==> config.mk <==
export PLATFORM = sky130hd
export DESIGN_NAME = sdram_act_guard
export DESIGN_NICKNAME = d
export VERILOG_FILES = /design/src/rtl/sdram_act_pkg.sv /design/src/rtl/sdram_act_downcnt.sv /design/src/rtl/sdram_act_bank.sv /design/src/rtl/sdram_act_guard.sv
export SDC_FILE = /design/constraint.sdc
export NUM_CORES = 1
export LEC_CHECK = 0
export ABC_CLOCK_PERIOD_IN_PS = 7100
export BUFFER_PORTS_ARGS = -buffer_cell sky130_fd_sc_hd__buf_2
export CAP_MARGIN = 25
export CORE_MARGIN = 10
export CORE_UTILIZATION = 45
export DETAILED_ROUTE_END_ITERATION = 7
export PLACE_DENSITY = 0.72
export SETUP_SLACK_MARGIN = 0.2
export SYNTH_ARGS = -nofsm -noshare
export SYNTH_HDL_FRONTEND = slang
export SYNTH_SLANG_ARGS = --single-unit
==> constraint.sdc <==
create_clock -name clk -period 7.1 [get_ports clk]
set_clock_uncertainty 0.05 [all_clocks]
set_input_delay 0.355 -clock clk [delete_from_list [all_inputs] [get_ports clk]]
set_output_delay 0.355 -clock clk [all_outputs]
set_load 0.03 [all_outputs]
==> src/rtl/sdram_act_pkg.sv <==
package sdram_act_pkg;

  typedef enum logic [1:0] {
    CMD_ACT = 2'd0,
    CMD_RD  = 2'd1,
    CMD_WR  = 2'd2,
    CMD_PRE = 2'd3
  } req_cmd_e;

  // {cs_n, ras_n, cas_n, we_n}
  localparam logic [3:0] PIN_NOP = 4'b0111;
  localparam logic [3:0] PIN_ACT = 4'b0011;
  localparam logic [3:0] PIN_RD  = 4'b0101;
  localparam logic [3:0] PIN_WR  = 4'b0100;
  localparam logic [3:0] PIN_PRE = 4'b0010;

  // Divide a limit by the clock period, round up, floor at one cycle.
  function automatic int unsigned ps_to_cyc(input int unsigned t_ps, input int unsigned tck_ps);
    int unsigned c;
    c = (t_ps + tck_ps - 1) / tck_ps;
    if (c < 1) c = 1;
    return c;
  endfunction

  function automatic int unsigned max3(input int unsigned a, input int unsigned b, input int unsigned c);
    int unsigned m;
    m = a;
    if (b > m) m = b;
    if (c > m) m = c;
    return m;
  endfunction

endpackage

==> src/rtl/sdram_act_downcnt.sv <==
module sdram_act_downcnt #(
  parameter int W = 3
) (
  input  logic         clk,
  input  logic         rst,
  input  logic         load,
  input  logic [W-1:0] load_val,
  output logic         zero
);

  logic [W-1:0] cnt_q;

  always_ff @(posedge clk) begin
    if (rst)               cnt_q <= '0;
    else if (load)         cnt_q <= load_val;
    else if (cnt_q != '0)  cnt_q <= cnt_q - 1'b1;
  end

  assign zero = (cnt_q == '0);

  // An expired counter stays expired until reloaded (R9 counts never wrap)
  p_no_wrap_r9: assert property (@(posedge clk) disable iff (rst)
    (zero && !load) |=> zero);

endmodule

==> src/rtl/sdram_act_bank.sv <==
module sdram_act_bank #(
  parameter int W = 3
) (
  input  logic         clk,
  input  logic         rst,
  input  logic         act_go,
  input  logic         rw_go,
  input  logic         pre_go,
  input  logic [W-1:0] rcd_ld,
  input  logic [W-1:0] rc_ld,
  input  logic [W-1:0] rp_ld,
  output logic         open_o,
  output logic         rw_ok,
  output logic         act_ok
);

  logic open_q;
  logic rcd_zero, rc_zero, rp_zero;

  always_ff @(posedge clk) begin
    if (rst)         open_q <= 1'b0;
    else if (act_go) open_q <= 1'b1;
    else if (pre_go) open_q <= 1'b0;
  end

  sdram_act_downcnt #(.W(W)) u_rcd (
    .clk(clk), .rst(rst), .load(act_go), .load_val(rcd_ld), .zero(rcd_zero));

  sdram_act_downcnt #(.W(W)) u_rc (
    .clk(clk), .rst(rst), .load(act_go), .load_val(rc_ld), .zero(rc_zero));

  sdram_act_downcnt #(.W(W)) u_rp (
    .clk(clk), .rst(rst), .load(pre_go), .load_val(rp_ld), .zero(rp_zero));

  assign open_o = open_q;
  assign rw_ok  = rcd_zero;
  assign act_ok = rc_zero & rp_zero;

  p_rw_open_r3: assert property (@(posedge clk) disable iff (rst)
    rw_go |-> open_q);

  p_act_closed_r4: assert property (@(posedge clk) disable iff (rst)
    act_go |-> !open_q);

  p_rw_after_rcd_r5: assert property (@(posedge clk) disable iff (rst)
    rw_go |-> rcd_zero);

  p_act_after_rp_r8: assert property (@(posedge clk) disable iff (rst)
    act_go |-> (rp_zero && rc_zero));

  p_pre_closes_r8: assert property (@(posedge clk) disable iff (rst)
    (pre_go && !act_go) |=> !open_q);

endmodule

==> src/rtl/sdram_act_guard.sv <==
module sdram_act_guard
  import sdram_act_pkg::*;
#(
  parameter int unsigned T_CK_PS  = 8000,
  parameter int unsigned T_RCD_PS = 20000,
  parameter int unsigned T_RC_PS  = 70000,
  parameter int unsigned T_RRD_PS = 15000,
  parameter int unsigned T_RP_PS  = 20000,
  parameter int          BA_W     = 2,
  parameter int          A_W      = 12
) (
  input  logic            clk,
  input  logic            rst,
  input  logic            req_valid,
  input  logic [1:0]      req_cmd,
  input  logic [BA_W-1:0] req_bank,
  input  logic [A_W-1:0]  req_addr,
  output logic            req_ready,
  output logic            cs_n,
  output logic            ras_n,
  output logic            cas_n,
  output logic            we_n,
  output logic [BA_W-1:0] ba,
  output logic [A_W-1:0]  addr,
  output logic            err
);

  localparam int unsigned RCD_CYC = ps_to_cyc(T_RCD_PS, T_CK_PS);
  localparam int unsigned RC_CYC  = ps_to_cyc(T_RC_PS,  T_CK_PS);
  localparam int unsigned RRD_CYC = ps_to_cyc(T_RRD_PS, T_CK_PS);
  localparam int unsigned RP_CYC  = ps_to_cyc(T_RP_PS,  T_CK_PS);
  localparam int unsigned MAXC    = max3(max3(RCD_CYC, RC_CYC, RRD_CYC), RP_CYC, 1);
  localparam int          CW      = $clog2(MAXC + 1);
  localparam int          NBANK   = 2 ** BA_W;

  localparam logic [CW-1:0] RCD_LD = CW'(RCD_CYC - 1);
  localparam logic [CW-1:0] RC_LD  = CW'(RC_CYC - 1);
  localparam logic [CW-1:0] RRD_LD = CW'(RRD_CYC - 1);
  localparam logic [CW-1:0] RP_LD  = CW'(RP_CYC - 1);

  req_cmd_e           cmd;
  logic [NBANK-1:0]   bank_open, bank_rw_ok, bank_act_ok;
  logic [NBANK-1:0]   act_go, rw_go, pre_go;
  logic               rrd_zero;
  logic               is_act, is_rw, is_pre;
  logic               bad, timing_ok, grant;
  logic [3:0]         pins_q;
  logic [BA_W-1:0]    ba_q;
  logic [A_W-1:0]     addr_q;
  logic               err_q;

  assign cmd    = req_cmd_e'(req_cmd);
  assign is_act = (cmd == CMD_ACT);
  assign is_rw  = (cmd == CMD_RD) || (cmd == CMD_WR);
  assign is_pre = (cmd == CMD_PRE);

  // Open-row rule: access needs an open row, activate needs a closed bank
  assign bad = (is_rw && !bank_open[req_bank]) || (is_act && bank_open[req_bank]);

  always_comb begin
    timing_ok = 1'b1;
    if (is_act)     timing_ok = bank_act_ok[req_bank] && rrd_zero;
    else if (is_rw) timing_ok = bank_rw_ok[req_bank];
  end

  assign req_ready = bad || timing_ok;
  assign grant     = req_valid && !bad && timing_ok;

  genvar b;
  generate
    for (b = 0; b < NBANK; b++) begin : g_bank
      assign act_go[b] = grant && is_act && (req_bank == BA_W'(b));
      assign rw_go[b]  = grant && is_rw  && (req_bank == BA_W'(b));
      assign pre_go[b] = grant && is_pre && (req_bank == BA_W'(b));

      sdram_act_bank #(.W(CW)) u_bank (
        .clk    (clk),
        .rst    (rst),
        .act_go (act_go[b]),
        .rw_go  (rw_go[b]),
        .pre_go (pre_go[b]),
        .rcd_ld (RCD_LD),
        .rc_ld  (RC_LD),
        .rp_ld  (RP_LD),
        .open_o (bank_open[b]),
        .rw_ok  (bank_rw_ok[b]),
        .act_ok (bank_act_ok[b])
      );
    end
  endgenerate

  sdram_act_downcnt #(.W(CW)) u_rrd (
    .clk(clk), .rst(rst), .load(grant && is_act), .load_val(RRD_LD), .zero(rrd_zero));

  always_ff @(posedge clk) begin
    if (rst) begin
      pins_q <= PIN_NOP;
      ba_q   <= '0;
      addr_q <= '0;
      err_q  <= 1'b0;
    end else begin
      if (req_valid && bad) err_q <= 1'b1;
      if (grant) begin
        ba_q   <= req_bank;
        addr_q <= req_addr;
        unique case (cmd)
          CMD_ACT: pins_q <= PIN_ACT;
          CMD_RD:  pins_q <= PIN_RD;
          CMD_WR:  pins_q <= PIN_WR;
          CMD_PRE: pins_q <= PIN_PRE;
        endcase
      end else begin
        pins_q <= PIN_NOP;
      end
    end
  end

  assign {cs_n, ras_n, cas_n, we_n} = pins_q;
  assign ba   = ba_q;
  assign addr = addr_q;
  assign err  = err_q;

  p_idle_nop_r11: assert property (@(posedge clk) disable iff (rst)
    !grant |=> ({cs_n, ras_n, cas_n, we_n} == PIN_NOP));

  p_err_sticky_r10: assert property (@(posedge clk) disable iff (rst)
    err |=> err);

  p_bad_dropped_r3: assert property (@(posedge clk) disable iff (rst)
    (req_valid && bad) |=> (err && ({cs_n, ras_n, cas_n, we_n} == PIN_NOP)));

  p_act_spacing_r7: assert property (@(posedge clk) disable iff (rst)
    (grant && is_act && (RRD_CYC > 1)) |=> !rrd_zero);

  p_grant_pins_r2: assert property (@(posedge clk) disable iff (rst)
    grant |=> (!cs_n && (ba == $past(req_bank)) && (addr == $past(req_addr))));

endmodule

Yosys cells after proc, flatten, opt, wreduce, memory -nomap -nowiden:

Cells that the tools add are included.

* word-level logic and storage cells: 178
* register bits: 75
* memories: 0
* latch bits: 0
* memory bits (read-only): 0
* RAM bits: 0

* bitwise logic cells: 5
* multiply operators: 0
* add/sub/neg operators: 13
* order comparisons: 1
* div/mod/pow operators: 0
* equality and inequality tests: 6
* reduce and logical (&&, ||, !) cells: 76
* shift-type cells: 0
* mux-type cells: 43

Operator list (count)
* zero test 4 bit: 13
* nonzero test 4 bit: 13
* subtractor 4 x 1 -> 4 bit, second input constant: 13
* nonzero test 2 bit: 17
* two-way mux 2 bit: 16
* two-way mux 4 bit: 8
* OR reduction 2 bit: 10
* logical AND 1 bit: 16
* one-hot mux 4 bit (4 select lines): 1
* two-way mux 1 bit: 15
* equality test 2 bit, second input constant: 4
* binary-select mux 1 bit (select 2 bit): 3
* bitwise AND 1 bit: 4
* equality test 2 x 1 -> 1 bit, second input constant: 2
* zero test 2 bit: 2
* logical OR 1 bit: 3
* less-than comparator 2 x 3 -> 1 bit, second input constant: 1
* zero test 1 bit: 2
* NOT 1 bit: 1

Depth between registers and ports, before layout:

Gate-level depths: netlist (run 1).

* depth in word-level cells: 12
* gate-level depth with buffers: 9
* mapped depth without buffers: 7

By module:

From an unflattened synthesis (run 1), not the netlist that was laid out.

* cell total of the unflattened synthesis: 450
* area total of the unflattened synthesis: 4239.1 sq um

By module, submodules not included
* sdram_act_downcnt: times used 13, area an instance 229.0 sq um, cells an instance 24, seq. area each 80.1 sq um
* sdram_act_guard: times used 1, area an instance 1082.3 sq um, cells an instance 118, seq. area each 360.3 sq um
* sdram_act_bank: times used 4, area an instance 45.0 sq um, cells an instance 5, seq. area each 20.0 sq um

Least setup slack after synthesis (run 1):

Ideal clock, no wire load.

* kind: reg-to-output
* from: register g_bank[3].u_bank.u_rc.cnt_q[0]
* to: output port req_ready
* path buffers: 0
* cell stages (with the launch flop): 8
* path slack: 4.729 ns
* data required time: 6.695 ns
* arrival: 1.966 ns
* cells stage by stage: dfxtp_1 -> inv_1 -> ha_1 -> nor3b_1 -> a21oi_1 -> a221oi_1 -> nand2_1 -> o211ai_1

* longest elaborated chain between the ends: 7

Ends and longest elaborated chain
* from (decl): RTL line sdram_act_downcnt.sv:11 `logic [W-1:0] cnt_q;`
* from (signal assigned): RTL line sdram_act_downcnt.sv:15 `else if (load) cnt_q <= load_val;`
* from (signal assigned): RTL line sdram_act_downcnt.sv:16 `else if (cnt_q != '0) cnt_q <= cnt_q - 1'b1;`
* zero test 4 bit: RTL line sdram_act_downcnt.sv:19 `assign zero = (cnt_q == '0);`
* bitwise AND 1 bit: RTL line sdram_act_bank.sv:37 `assign act_ok = rc_zero & rp_zero;`
* binary-select mux 1 bit (select 2 bit): RTL line sdram_act_guard.sv:62 `if (is_act) timing_ok = bank_act_ok[req_bank] && rrd_zero;`
* two-way mux 1 bit (not written as such): RTL line sdram_act_guard.sv:62
* logical AND 1 bit: RTL line sdram_act_guard.sv:62
* two-way mux 1 bit: RTL line sdram_act_guard.sv:62
* logical OR 1 bit: RTL line sdram_act_guard.sv:66 `assign req_ready = bad || timing_ok;`
* to (decl): RTL line sdram_act_guard.sv:18 `output logic req_ready,`

Every way passes these cells. The select of a mux whose other input is x is not followed.

Final worst setup path (run 1):

Same ends and word-level chain as after synthesis.

==> flow_summary.yaml, run 1 <==
logic_synthesis:
  ys.flop_type: "dfxtp_1"
  synth_area_leaders: "dfxtp_1 (43%), nand2_1 (4.8%), ha_1 (4.7%)"
  synth_xor_area_share_pct: 1.79
  seq_area_frac_synth_pct: 43.1
  yosys_warnings: 0
  ys_ff_latch: 74
  syn_inst: 382
  synth_top_family_by_area: "simple AND/OR/NAND/NOR gates"
  synthMuxAreaShare_pct: 5.47
  synth-simple-area-share_pct: 23.4
  syn_area_sq_um: 3430
  syn_avg_cell_area_sq_um: 8.99
  netlist.area_leader.share_pct: 43.1
  synth_fa_ha_area_share_pct: 4.74
  synth-edff-count: 0
  syn_nets: 414
  synth_compound_area_share_pct: 16.8
  synth.largest_area_cell: "dfxtp_1"
  synthArstFlopShare_pct: 0
  synth_cell_types: 52
global_route:
  antenna_found_initial: 0
  grt_pass1_vias: 2746
  grt_usage_pct: 12.9
  grt_overflow: 0
  grt_pass1_wl_um: 12400
  grt_max_degree: 43
critical_path:
  path_class: "reg -> out"
  cp_max_fo: 5
  endpoint_kind: "output port"
  critPathLaunchType: "register"
  critPathRequiredTime_ps: 6690
  cp_data_arrival_time_ps: 2700
power:
  power.internal_uw: 878
  vdd_drop_max_mv: 0.157
  powerDensity_nw_per_um2: 332
  switching_share_pct: 31.9
  pwr-share-clk_pct: 30.3
  power_frac_comb_pct: 29.5
  p_leak_nw: 1.54
  netSwitchingPower_uw: 411
  seqPwrFrac_pct: 40.2
floorplanning:
  die-width_um: 107
  io_pins: 39
  fp.dieArea_sq_um: 11500
  rows: 31
  initial_utilization_pct: 46.8
  core-area_sq_um: 7330
  dieHeight_um: 107
clock_network:
  cts_tree: "built"
  clock_path_buffers: 2
  cts_root_buf: "clkbuf_8"
  post-cts-setup-buffer-count: 0
  cts_buffers: 9
  insertion_delay_ps: 340
  cts_hold_buf: 0
  clock-sinks: 74
  htreeDepth: 3
  path_clk_slew_ps: 80
  cts-resized-gates: 0
route:
  drtAntennaViolNets: 0
  drtIter0Drc: 95
  routed_wl_um: 7000
  drc: 0
  drt_first_pass_iters: 4
  post_drt_wl_per_cell_um: 13.5
  via_per_inst: 5.35
  vias: 2779
place:
  gp_congestion: 0.799
  place_ws_ps: 4110
  placed_cells: 503
  numPortBuffers: 37
  dp_hpwl_um: 4890
cells_and_area:
  diodes: 0
  nNetsFinal: 447
  final_common_cell: "dfxtp_1"
  area_growth_pct: 13.1
  final-instance-count-excl-fill: 519
  post-route-util_pct: 53.0
  fillers: 664
  layout_common_cells: "dfxtp_1 (74), nand2_1 (44), buf_2 (37), a21oi_1 (29), nor2_1 (25)"
  drive_gt1_share_pct: 16.9
timing:
  drv_slew: 0
  fmax_mhz: 322
  finalCritPeriodShare_pct: 43.8
  holdWs_ps: 197
  tns_ps: 0
  fin_ws_ps: 3990
  rsz0062_at_grt: "no"
  hold_violations: 0
  tightest_slew_ps: 1020
  setup_violations: 0
  fin_crit_ps: 3110
  slew_headroom_pct: 31.6
min_path:
  hold_path.class: "in -> reg"
status:
  status: "completed"
run:
  maxCapViolations: 0
## synthesized netlist by cell type, drive strengths merged (6+ instances only)
| cell | count |
|---|---|
| nor3 | 18 |
| buf | 9 |
| a211oi | 12 |
| clkbuf | 6 |
| mux2i | 15 |
| nand2 | 46 |
| inv | 14 |
| or3 | 8 |
| nand3b | 7 |
| and2 | 8 |
| nand3 | 6 |
| dfxtp | 74 |
| a21oi | 29 |
| xnor2 | 7 |
| ha | 13 |
| o21ai | 18 |
| nor2 | 25 |
| nor3b | 8 |
## sequential cells by signal (all words and copies together) (netlist names)
register                   cells
addr                          12
err                            1
g_bank.u_bank.u_rp.cnt_q      16
u_rrd.cnt_q                    4
g_bank.u_bank.open_o           4
pins_q                         3
g_bank.u_bank.u_rcd.cnt_q     16
g_bank.u_bank.u_rc.cnt_q      16
ba                             2
## layout make-up
cell class / count / area (sq um) / share of cell area [%]
clock buffers: 9 / 124 / 3.19
clock inverters: 7 / 118 / 3.03
inverters: 15 / 56.3 / 1.45
multi-input cells: 278 / 1790 / 46.2
flip-flops and latches: 74 / 1480 / 38.2
well taps: 99 / 124 / 3.19
repair buffers: 37 / 185 / 4.77
## worst max-delay path, cell delays in order, from the launching register on
cell and delay (ps):
dfxtp_1 320, inv_1 110, ha_1 200, nor3b_1 430
a21oi_1 120, a221oi_1 710, nand2_1 110, o211ai_1 120
buf_2 230
## layer usage
layer  vias up  part of all wire, %  track usage, %
li1       1422                    -               -
met1      1288                   48            16.2
met2        60                   43            19.5
met3         9                  7.9            5.51
met4         0                  1.3            4.29
met5         -                    0               0
## worst paths after layout
path	startpoint	to	slack, ps	cells past startpoint
worst min-delay path	req_addr[9]	addr[9]$_SDFFE_PP0N_	200	3
worst max-delay path	g_bank[3].u_bank.u_rc.cnt_q[0]$_SDFFE_PP0P_	req_ready	3990	8
worst max register to register	g_bank[0].u_bank.u_rc.cnt_q[0]$_SDFFE_PP0P_	g_bank[0].u_bank.open_o$_SDFFE_PP0P_	4070	7
worst min register to register	addr[9]$_SDFFE_PP0N_	addr[9]$_SDFFE_PP0N_	410	2
## stage by stage
stage          cell area, sq um  power (mW)
2_1_floorplan              3430       0.834
3_3_place_gp               3640       0.890
3_5_place_dp               3640       0.907
4_1_cts                    3880        1.30
5_1_grt                    3880        1.38
6_report                   3880        1.29
## kinds of logic after synthesis
kind of cell,Yosys count
DFF,74
AOI/OAI and AO/OA,86
buffers and inverters,30
other,1
adders and majority gates,13
muxes,17
and+or+nand+nor,154
xor gates and xnor gates,7
## power groups by stage
stage                     clock [mW]  sequential [mW]  combinational [mW]
after floorplan                    0            0.531               0.303
after global placement             0            0.523               0.367
after detailed placement           0            0.526               0.382
after CTS                      0.399            0.519               0.384
after global routing           0.414            0.528               0.442
final                          0.391            0.519               0.380
Note: power is estimated with default switching activity, not from simulation.
==> run 2, diff against run 1 <==
Settings changed: ABC_CLOCK_PERIOD_IN_PS 7100 to 2600, PLACE_DENSITY 0.72 to 0.74.
Clock period 7.1 ns to 2.6 ns, I/O delays scaled along.
==> run 2 against run 1 <==
Count of clock-buffer cells in the layout grew 2. Largest cell class unchanged. Worst hold slack lost 130 ps. Critical endpoint unchanged. Die area is the same.
==> flow_summary.yaml, run 2 (same netlist as run 1, synthesis figures left out) <==
status:
  status: "completed"
timing:
  finalCritPeriodShare_pct: 88.7
  hold_violations: 0
  fin_crit_ps: 2310
  tns_ps: 0
  fmax_mhz: 434
  drv_slew: 0
  rsz0062_at_grt: "no"
  setup_violations: 0
critical_path:
  rr_startpoint: "g_bank[0].u_bank.u_rc.cnt_q[0]$_SDFFE_PP0P_"
  endpoint_kind: "output port"
  path_delay_family: "simple AND/OR/NAND/NOR gates"
  crit_slowest_cell: "or3b_4"
  crit_chain: "inv_2, ha_4, or3b_4, o41ai_4, and2_4, nand2_1, o211ai_1, buf_4"
  crit_buf_inv: 2
  cp_max_fo: 3
  r2r_slack_ps: 310
  path_class: "reg -> out"
  critPathMaxStageDelay_ps: 410
  reg2regPathDepth: 8
  critPathLaunchType: "register"
  critPathRequiredTime_ps: 2420
  cp_data_arrival_time_ps: 2130
  rr_endpoint: "ba[1]$_SDFFE_PP0N_"
place:
  dp_hpwl_um: 5240
  place_area_sq_um: 3750
  numPortBuffers: 37
  gp_congestion: 0.831
  placed_cells: 514
cells_and_area:
  final-instance-count-excl-fill: 549
  nNetsFinal: 477
  multi_input_area_sq_um: 1860
  area_growth_pct: 23.0
  finalInstanceArea_sq_um: 4220
  drive_gt1_share_pct: 22.0
  layout_common_cells: "dfxtp_1 (73), nand2_1 (44), buf_2 (36), a21oi_1 (29), nor2_1 (25)"
  seq_area_sq_um: 1480
  final_common_cell: "dfxtp_1"
  top_regs: "g_bank.u_bank.u_rc.cnt_q (16), g_bank.u_bank.u_rcd.cnt_q (16), g_bank.u_bank.u_rp.cnt_q (16)"
  diodes: 0
  fillers: 607
route:
  vias: 2927
  drtAntennaViolNets: 0
  routed_wl_um: 7820
  post_drt_wl_per_cell_um: 14.2
  drt_first_pass_iters: 4
  drc: 0
  drtIter0Drc: 135
  via_per_inst: 5.33
floorplanning:
  core-area_sq_um: 7330
  fp.dieArea_sq_um: 11500
  dieHeight_um: 107
  io_pins: 39
  die-width_um: 107
  initial_utilization_pct: 46.8
  rows: 31
min_path:
  hold_end: "ba[1]$_SDFFE_PP0N_"
  hp-start: "req_bank[1]"
  hold-path-cell-count: 3
  hold_path.class: "in -> reg"
clock_network:
  cts_buffers: 9
  clock-sinks: 74
  htreeDepth: 3
  insertion_delay_ps: 340
  cts_tree: "built"
  clock_path_buffers: 2
  path_clk_slew_ps: 70
  cts_root_buf: "clkbuf_8"
global_route:
  antenna_found_initial: 0
  grt_overflow: 0
  grt_usage_pct: 13.9
  grt_max_degree: 42
  grt_pass1_vias: 2858
  grt_pass1_wl_um: 13300
power:
  vdd_drop_max_mv: 0.438
  p_leak_nw: 1.70
  powerDensity_nw_per_um2: 878
run:
  maxCapViolations: 0
-- run 2: changes by cell type in the layout (fill, tap and decap cells not counted), moves of 2 or more --
cell,before,now
buf_12,0,2
buf_4,0,16
clkinv_4,2,0
dlygate4sd3_1,0,12
inv_1,14,12
inv_2,0,2
nor4_1,5,3
nor4_2,0,2
-- run 2: metal layers --
metal | wire [um] | share of wire (%) | GRT usage, %
met1 | 3640 | 47 | 17.4
met2 | 3650 | 47 | 21.7
met3 | 460 | 5.9 | 4.37
met4 | 62 | 0.79 | 5.82
met5 | 0 | 0 | 0
-- run 2: worst max path at each step --
stage / from / end / slack, ps / depth (start not counted)
after global routing: g_bank[0].u_bank.u_rc.cnt_q[0]$_SDFFE_PP0P_ / req_ready / 200 / 8
after global placement: g_bank[0].u_bank.u_rc.cnt_q[0]$_SDFFE_PP0P_ / addr[8]$_SDFFE_PP0N_ / 160 / 8
final: g_bank[0].u_bank.u_rc.cnt_q[0]$_SDFFE_PP0P_ / req_ready / 290 / 8
after detailed placement: g_bank[0].u_bank.u_rc.cnt_q[0]$_SDFFE_PP0P_ / addr[7]$_SDFFE_PP0N_ / 20 / 8
after floorplan: g_bank[0].u_bank.u_rc.cnt_q[0]$_SDFFE_PP0P_ / pins_q[0]$_SDFF_PP1_ / 300 / 8
after CTS: g_bank[2].u_bank.u_rp.cnt_q[2]$_SDFFE_PP0P_ / req_ready / 200 / 7
-- run 2: area by class of cell --
type / count / share of cell area (%)
clock inverter: 5 / 1.84
timing repair buffer: 67 / 11.5
sequential: 74 / 35.1
clock buffer: 11 / 3.35
multi-input combinational: 278 / 44.0
tap: 99 / 2.93
inverter: 15 / 1.33
-- run 2: what timing repair did --
| action | CTS | global route |
|---|---|---|
| pin swaps | 2 | 3 |
| hold buffers | 12 | 0 |
| gates resized for setup | 8 | 8 |
| cloned | 0 | 1 |
| buffers inserted | 2 | 4 |
| endpoints found under the setup margin | 55 | 53 |
| hold endpoints to repair | 12 | 0 |
-- run 2: tightest hold or removal path, cell delays in order --
cell and delay (ps):
buf_2 150, nand2_1 70, mux2i_1 60
-- run 2: metrics by stage --
stage | power (mW) | util [%] | worst slack [ps] | hold slack (ps)
global placement | 2.55 | 51.1 | 164 | 326
floorplan | 2.28 | - | 298 | 222
global route | 3.95 | 57.6 | 205 | 86.8
finish | 3.71 | 57.6 | 294 | 69.8
CTS | 3.64 | 56.4 | 200 | 57.3
detailed placement | 2.59 | 51.1 | 24.2 | 339
-- run 2: report_power, final --
group / internal, mW / switching (mW)
logic: 0.659 / 0.651
registers: 1.30 / 0.123
clock network: 0.564 / 0.412
